`src/rtl/rxf_pkg.sv`:
```
package rxf_pkg;
  localparam int BYTE_W = 8;
  localparam int CRC_W  = 32;
  localparam logic [CRC_W-1:0] CRC_POLY = 32'h04C11DB7;

  typedef enum logic [2:0] {
    CLS_NONE    = 3'd0,
    CLS_UCAST   = 3'd1,
    CLS_BCAST   = 3'd2,
    CLS_MCAST   = 3'd3,
    CLS_PROMISC = 3'd4
  } rxf_class_e;

  // Fold one byte, least significant bit first, into a shift-left CRC.
  function automatic logic [CRC_W-1:0] crc_fold(input logic [CRC_W-1:0] c,
                                                input logic [BYTE_W-1:0] b);
    logic [CRC_W-1:0] r;
    logic fb;
    r = c;
    for (int k = 0; k < BYTE_W; k++) begin
      fb = r[CRC_W-1] ^ b[k];
      r  = {r[CRC_W-2:0], 1'b0};
      if (fb) r = r ^ CRC_POLY;
    end
    return r;
  endfunction
endpackage

```
`src/rtl/rxf_regs.sv`:
```
module rxf_regs #(
  parameter int ADDR_BYTES = 6,
  parameter int HASH_W     = 64,
  parameter int MODE_W     = 6,
  parameter int RA_W       = 3,
  parameter logic [MODE_W-1:0] MODE_RST = 6'h0E
) (
  input  logic                    clk,
  input  logic                    rst,
  input  logic                    we,
  input  logic [RA_W-1:0]         addr,
  input  logic [31:0]             wdata,
  output logic [ADDR_BYTES*8-1:0] station,
  output logic [HASH_W-1:0]       hash,
  output logic [MODE_W-1:0]       mode
);
  localparam int HWORDS   = HASH_W / 32;
  localparam int ST_W     = ADDR_BYTES * 8;
  localparam int ST_WORDS = (ST_W + 31) / 32;
  localparam int ST_PAD   = ST_WORDS * 32;
  localparam int HASH_A0  = ST_WORDS;
  localparam int MODE_A   = HASH_A0 + HWORDS;

  logic [ST_PAD-1:0] st_q;
  logic [31:0]       hw_q [HWORDS];
  logic [MODE_W-1:0] mode_q;

  // Station words
  always_ff @(posedge clk) begin
    if (rst) st_q <= '0;
    else if (we && int'(addr) < ST_WORDS)
      st_q[int'(addr)*32 +: 32] <= wdata;
  end

  // Hash words, one register per word
  for (genvar g = 0; g < HWORDS; g++) begin : g_hash
    always_ff @(posedge clk) begin
      if (rst) hw_q[g] <= '0;
      else if (we && int'(addr) == HASH_A0 + g) hw_q[g] <= wdata;
    end
    assign hash[g*32 +: 32] = hw_q[g];
  end

  always_ff @(posedge clk) begin
    if (rst) mode_q <= MODE_RST;
    else if (we && int'(addr) == MODE_A) mode_q <= wdata[MODE_W-1:0];
  end

  assign station = st_q[ST_W-1:0];
  assign mode    = mode_q;

  logic unused_cfg;
  assign unused_cfg = ^{st_q[ST_PAD-1:ST_W], wdata[31:MODE_W]};
endmodule

```
`src/rtl/rxf_capture.sv`:
```
module rxf_capture
  import rxf_pkg::*;
#(
  parameter int ADDR_BYTES = 6,
  localparam int CNT_W = $clog2(ADDR_BYTES + 1)
) (
  input  logic                    clk,
  input  logic                    rst,
  input  logic                    rx_valid,
  input  logic                    rx_sof,
  input  logic [BYTE_W-1:0]       rx_data,
  output logic [ADDR_BYTES*8-1:0] da_now,
  output logic [CRC_W-1:0]        crc_now,
  output logic                    da_full
);
  logic [BYTE_W-1:0] da_q   [ADDR_BYTES];
  logic [BYTE_W-1:0] da_n   [ADDR_BYTES];
  logic [CNT_W-1:0]  cnt_q, cnt_base, cnt_n;
  logic [CRC_W-1:0]  crc_q, crc_base, crc_n;
  logic              take;

  // View of the address state including the byte presented this cycle
  always_comb begin
    cnt_base = (rx_valid && rx_sof) ? '0 : cnt_q;
    crc_base = (rx_valid && rx_sof) ? '1 : crc_q;
    take     = rx_valid && (cnt_base < CNT_W'(ADDR_BYTES));
    cnt_n    = cnt_base;
    crc_n    = crc_base;
    for (int i = 0; i < ADDR_BYTES; i++) da_n[i] = da_q[i];
    if (take) begin
      cnt_n = cnt_base + 1'b1;
      crc_n = crc_fold(crc_base, rx_data);
      for (int i = 0; i < ADDR_BYTES; i++)
        if (CNT_W'(i) == cnt_base) da_n[i] = rx_data;
    end
  end

  always_ff @(posedge clk) begin
    if (rst) begin
      cnt_q <= '0;
      crc_q <= '1;
      for (int i = 0; i < ADDR_BYTES; i++) da_q[i] <= '0;
    end else if (rx_valid) begin
      cnt_q <= cnt_n;
      crc_q <= crc_n;
      for (int i = 0; i < ADDR_BYTES; i++) da_q[i] <= da_n[i];
    end
  end

  for (genvar g = 0; g < ADDR_BYTES; g++) begin : g_flat
    assign da_now[g*8 +: 8] = da_n[g];
  end
  assign crc_now = crc_n;
  assign da_full = (cnt_n == CNT_W'(ADDR_BYTES));
endmodule

```
`src/rtl/rxf_decide.sv`:
```
module rxf_decide
  import rxf_pkg::*;
#(
  parameter int ADDR_BYTES = 6,
  parameter int HASH_W     = 64,
  parameter int MODE_W     = 6,
  localparam int HIDX_W    = $clog2(HASH_W)
) (
  input  logic                    clk,
  input  logic                    rst,
  input  logic                    eof_now,
  input  logic                    err_in,
  input  logic                    runt_in,
  input  logic [ADDR_BYTES*8-1:0] da,
  input  logic [CRC_W-1:0]        crc,
  input  logic                    da_full,
  input  logic [ADDR_BYTES*8-1:0] station,
  input  logic [HASH_W-1:0]       hash,
  input  logic [MODE_W-1:0]       mode,
  output logic                    v_valid,
  output logic                    v_accept,
  output logic [2:0]              v_class
);
  localparam int M_PROM = 0, M_UCAST = 1, M_MCAST = 2, M_BCAST = 3,
                 M_RUNT = 4, M_ERR = 5;

  logic             is_bcast, is_mcast, is_own, hash_hit, is_runt, blocked;
  logic [HIDX_W-1:0] hidx;
  rxf_class_e       cls;

  always_comb begin
    hidx     = crc[CRC_W-1 -: HIDX_W];
    hash_hit = hash[hidx];
    is_bcast = da_full && (&da);
    is_mcast = da_full && da[0] && !is_bcast;
    is_own   = da_full && !da[0] && (da == station);
    is_runt  = runt_in || !da_full;

    if (is_bcast && mode[M_BCAST])                   cls = CLS_BCAST;
    else if (is_mcast && mode[M_MCAST] && hash_hit)  cls = CLS_MCAST;
    else if (is_own && mode[M_UCAST])                cls = CLS_UCAST;
    else if (mode[M_PROM])                           cls = CLS_PROMISC;
    else                                             cls = CLS_NONE;

    blocked = (is_runt && !mode[M_RUNT]) || (err_in && !mode[M_ERR]);
  end

  always_ff @(posedge clk) begin
    if (rst) begin
      v_valid  <= 1'b0;
      v_accept <= 1'b0;
      v_class  <= CLS_NONE;
    end else begin
      v_valid  <= eof_now;
      v_accept <= eof_now && (cls != CLS_NONE) && !blocked;
      v_class  <= eof_now ? cls : CLS_NONE;
    end
  end
endmodule

```
`src/rtl/rx_addr_filter.sv`:
```
module rx_addr_filter
  import rxf_pkg::*;
#(
  parameter int ADDR_BYTES = 6,
  parameter int HASH_W     = 64,
  parameter int MODE_W     = 6,
  parameter int RA_W       = 3
) (
  input  logic            clk,
  input  logic            rst,
  input  logic            reg_we,
  input  logic [RA_W-1:0] reg_addr,
  input  logic [31:0]     reg_wdata,
  input  logic            rx_valid,
  input  logic            rx_sof,
  input  logic            rx_eof,
  input  logic [7:0]      rx_data,
  input  logic            rx_err,
  input  logic            rx_runt,
  output logic            verdict_valid,
  output logic            verdict_accept,
  output logic [2:0]      verdict_class
);
  localparam int DA_W = ADDR_BYTES * 8;

  logic [DA_W-1:0]   station_q, da_now;
  logic [HASH_W-1:0] hash_q;
  logic [MODE_W-1:0] mode_q;
  logic [CRC_W-1:0]  crc_now;
  logic              da_full;

  rxf_regs #(.ADDR_BYTES(ADDR_BYTES), .HASH_W(HASH_W), .MODE_W(MODE_W),
             .RA_W(RA_W)) u_regs (
    .clk(clk), .rst(rst), .we(reg_we), .addr(reg_addr), .wdata(reg_wdata),
    .station(station_q), .hash(hash_q), .mode(mode_q)
  );

  rxf_capture #(.ADDR_BYTES(ADDR_BYTES)) u_cap (
    .clk(clk), .rst(rst), .rx_valid(rx_valid), .rx_sof(rx_sof),
    .rx_data(rx_data), .da_now(da_now), .crc_now(crc_now), .da_full(da_full)
  );

  rxf_decide #(.ADDR_BYTES(ADDR_BYTES), .HASH_W(HASH_W),
               .MODE_W(MODE_W)) u_dec (
    .clk(clk), .rst(rst), .eof_now(rx_valid && rx_eof),
    .err_in(rx_err), .runt_in(rx_runt), .da(da_now), .crc(crc_now),
    .da_full(da_full), .station(station_q), .hash(hash_q), .mode(mode_q),
    .v_valid(verdict_valid), .v_accept(verdict_accept),
    .v_class(verdict_class)
  );
endmodule

```
`config.mk`:
```
export PLATFORM = sky130hd
export DESIGN_NAME = rx_addr_filter
export DESIGN_NICKNAME = d
export VERILOG_FILES = /design/src/rtl/rxf_pkg.sv /design/src/rtl/rxf_regs.sv /design/src/rtl/rxf_capture.sv /design/src/rtl/rxf_decide.sv /design/src/rtl/rx_addr_filter.sv
export SDC_FILE = /design/constraint.sdc
export NUM_CORES = 1
export LEC_CHECK = 0
export BUFFER_PORTS_ARGS = -buffer_cell sky130_fd_sc_hd__buf_4
export CORE_AREA = 2 2 129 144
export CTS_CLUSTER_DIAMETER = 120
export CTS_CLUSTER_SIZE = 20
export DETAILED_ROUTE_END_ITERATION = 12
export DIE_AREA = 0 0 131 146
export GPL_TIMING_DRIVEN = 1
export PLACE_DENSITY = 0.79
export SKIP_LAST_GASP = 1
export SYNTH_ARGS = -nofsm -noshare
export SYNTH_HDL_FRONTEND = slang
export SYNTH_SLANG_ARGS = --single-unit
export TNS_END_PERCENT = 100
```
`constraint.sdc`:
```
create_clock -name clk -period 3.53 [get_ports clk]
set_clock_uncertainty 0.1 [all_clocks]
set_input_delay 0.353 -clock clk [delete_from_list [all_inputs] [get_ports clk]]
set_output_delay 0.353 -clock clk [all_outputs]
set_load 0.1 [all_outputs]
```
==> metrics <==
status finished, final reports clean; final routed wire length divided by cell count 20.7 um; warnings from Yosys 0; relative slew slack 0.191; clock tree root driver cell clkbuf_16; synthesized net count 1117; Async S/R FF share, synth 0; top cell type by total area after synthesis edfxtp_1; dominant cells by area after synthesis edfxtp_1, dfxtp_1, xnor2_1; CTS H-tree lvls 1; fraction of post-synthesis cell area in the top cell type by area 0.313; number of max-cap violations 0; synth-to-layout area growth 11.5%; register area share after synthesis 0.489; Max rail drop VDD 353 uV; Worst-path clk slew 0.08 ns; total leakage power 4.61 nW; count of pins on the block boundary 56; number of hold violations in the final report 0; Std-Cell Rows 51; Via Count 8060; IO Port Bufs 55; combined area of all synthesized cells 0.0107 mm2; most frequent cells in the layout nor2_1, edfxtp_1, xnor2_1; post-layout net count 1159; sinks on the clock net 206; fraction of the cycle the final worst path needs 0.943; average footprint of a synthesized cell 10.1 um2; GRT Overall Usage 0.292; TNS Setup 0 ns; fin. max-slew vios 0; number of vias per cell after detailed routing 5.97; RSZ-0062 raised after global routing false; effective utilization at floorplan 0.612; total design power 6.42 mW; horizontal extent of the die 131 um; wire length of the first global-routing pass 42.7 mm; placed wire-length estimate 19.9 mm; core outline area 0.0175 mm2; nature of the critical path endpoint flip-flop; pin count of the biggest net entering global routing 57; number of design rule violations left after detail routing 0; Worst EP arrival 3.58 ns; hold crit path type in2reg; flop2flop setup slack 0.20 ns; crit path max fanout 11; post-placement cell area 0.0115 mm2; setup slack after layout 0.201 ns; number of setup buffers added after CTS 0; total CTS buffers 14; clock period minus final worst setup slack 3.33 ns; drt first-iter violations 729; cells after synthesis 1061; number of global-route vias before repair 7782; number of antenna violations at the first check in global routing 0; crit path kind reg2reg; transition time at the pin with the least slew margin 1.21 ns; Max Clk Rate 300 MHz; Worst-Skew Late Latency 0.48 ns; pre-CTS setup slack 0.00879 ns; post-route standard cell area excluding fillers 0.0120 mm2; CTS Buffer Depth 3; drt first pass iters 5; die area 0.0191 mm2; number of enable-type register cells in the synthesized netlist 112; post-detailed-routing wire length 28.0 mm; unique cell type count in the Yosys netlist 68; layout cells sized above 1 0.128; Core Util, Final 0.682; total overflow reported by the global router 0; Ant. Diodes 0; top flip-flop cell by instance count after synthesis edfxtp_1; DRT antenna net count 0; nature of the critical path startpoint flip-flop; commonest non-fill, non-tap cell in the layout nor2_1; count of endpoints failing setup in the final report 0; clock tree from TritonCTS done; Power Dens Cells 537 mW/mm2; RePlAce Congestion 0.944; register bit count reported by yosys 206; DIE HEIGHT 146 um; required time of the critical path 3.78 ns
-- per-stage QoR --
stage               instances  hold WS [ns]
CTS                      1348        0.0344
global placement         1324         0.344
detailed placement       1324         0.351
finish                   1349        0.0394
floorplan                1061         0.327
global route             1349        0.0468
-- critical path, stage by stage (launching register included) --
cell	delay (ns)
dfxtp_1	0.35
xnor2_1	0.28
mux2i_1	0.22
xnor3_1	0.50
mux2_2	0.45
mux2i_1	0.16
mux2i_1	0.33
a22oi_1	0.14
a31oi_1	0.27
nand4_1	0.19
nor4b_2	0.21
-- path summary, 6_finish.rpt --
kind                    from  depth (start not counted)          endpoint
max          u_cap.crc_q[29]                         10  u_dec.v_class[2]
min            reg_wdata[27]                          3   u_regs.st_q[27]
max reg2reg  u_cap.crc_q[29]                         10  u_dec.v_class[2]
min reg2reg   u_cap.crc_q[2]                          1    u_cap.crc_q[2]
-- where the power goes --
part	total (mW)	leakage (nW)	switching [mW]	internal, mW
clock network	1.62	0.202	0.819	0.804
logic	1.99	2.49	1.09	0.894
registers	2.81	1.92	0.106	2.70
-- cell type report --
type                    instances  area [um2]
fillers                      1416        5580
flip-flops and latches        206        5250
multi-input cells             776        5210
repair buffers                 98         761
clock buffers                  23         405
well taps                     238         298
inverters                       7        26.3
clock inverters                 1        16.3
-- cells in the mapped netlist (all sizes together), types with 6 or more instances --
library cell	number
nand4	15
nor4	14
a31oi	9
xnor2	107
and3	8
edfxtp	112
and2	69
a21oi	55
clkbuf	43
mux2i	87
xor2	27
buf	30
o21ai	11
nand3	17
dfxtp	94
inv	7
nor3	9
a211o	28
mux2	6
nand2	101
nor2	140
-- layer usage --
metal,GRT usage,share of wire
met2,0.478,0.48
met1,0.387,0.40
met5,0,0
met4,0.107,0.038
met3,0.0493,0.075
-- sequential cells by signal, indices dropped and copies added, names as in the netlist --
| signal | flops |
|---|---|
| u_cap.cnt_q | 3 |
| u_regs.hw_q | 64 |
| u_dec.v_class | 3 |
| u_dec.v_valid | 1 |
| u_cap.da_q | 48 |
| u_dec.v_accept | 1 |
| u_cap.crc_q | 32 |
| u_regs.mode | 6 |
| u_regs.st_q | 48 |
-- what timing repair did --
| action | 4_1_cts | 5_1_grt |
|---|---|---|
| hold buffers | 0 | 0 |
| endpoints found under the setup margin | 0 | 3 |
| resized for setup | 0 | 4 |
-- cell families (layout without fill, tap and decap cells) --
| group | after synthesis | count (layout) | share of synthesized area |
|---|---|---|---|
| buffers and inverters | 80 | 129 | 0.0318 |
| xor gates and xnor gates | 137 | 137 | 0.117 |
| muxes | 95 | 96 | 0.0920 |
| and+or+nand+nor | 400 | 400 | 0.177 |
| DFF | 206 | 206 | 0.489 |
| AOI/OAI and AO/OA | 138 | 138 | 0.0882 |
| adders and majority gates | 5 | 5 | 0.00583 |
Power figures use the tool's default switching activity.
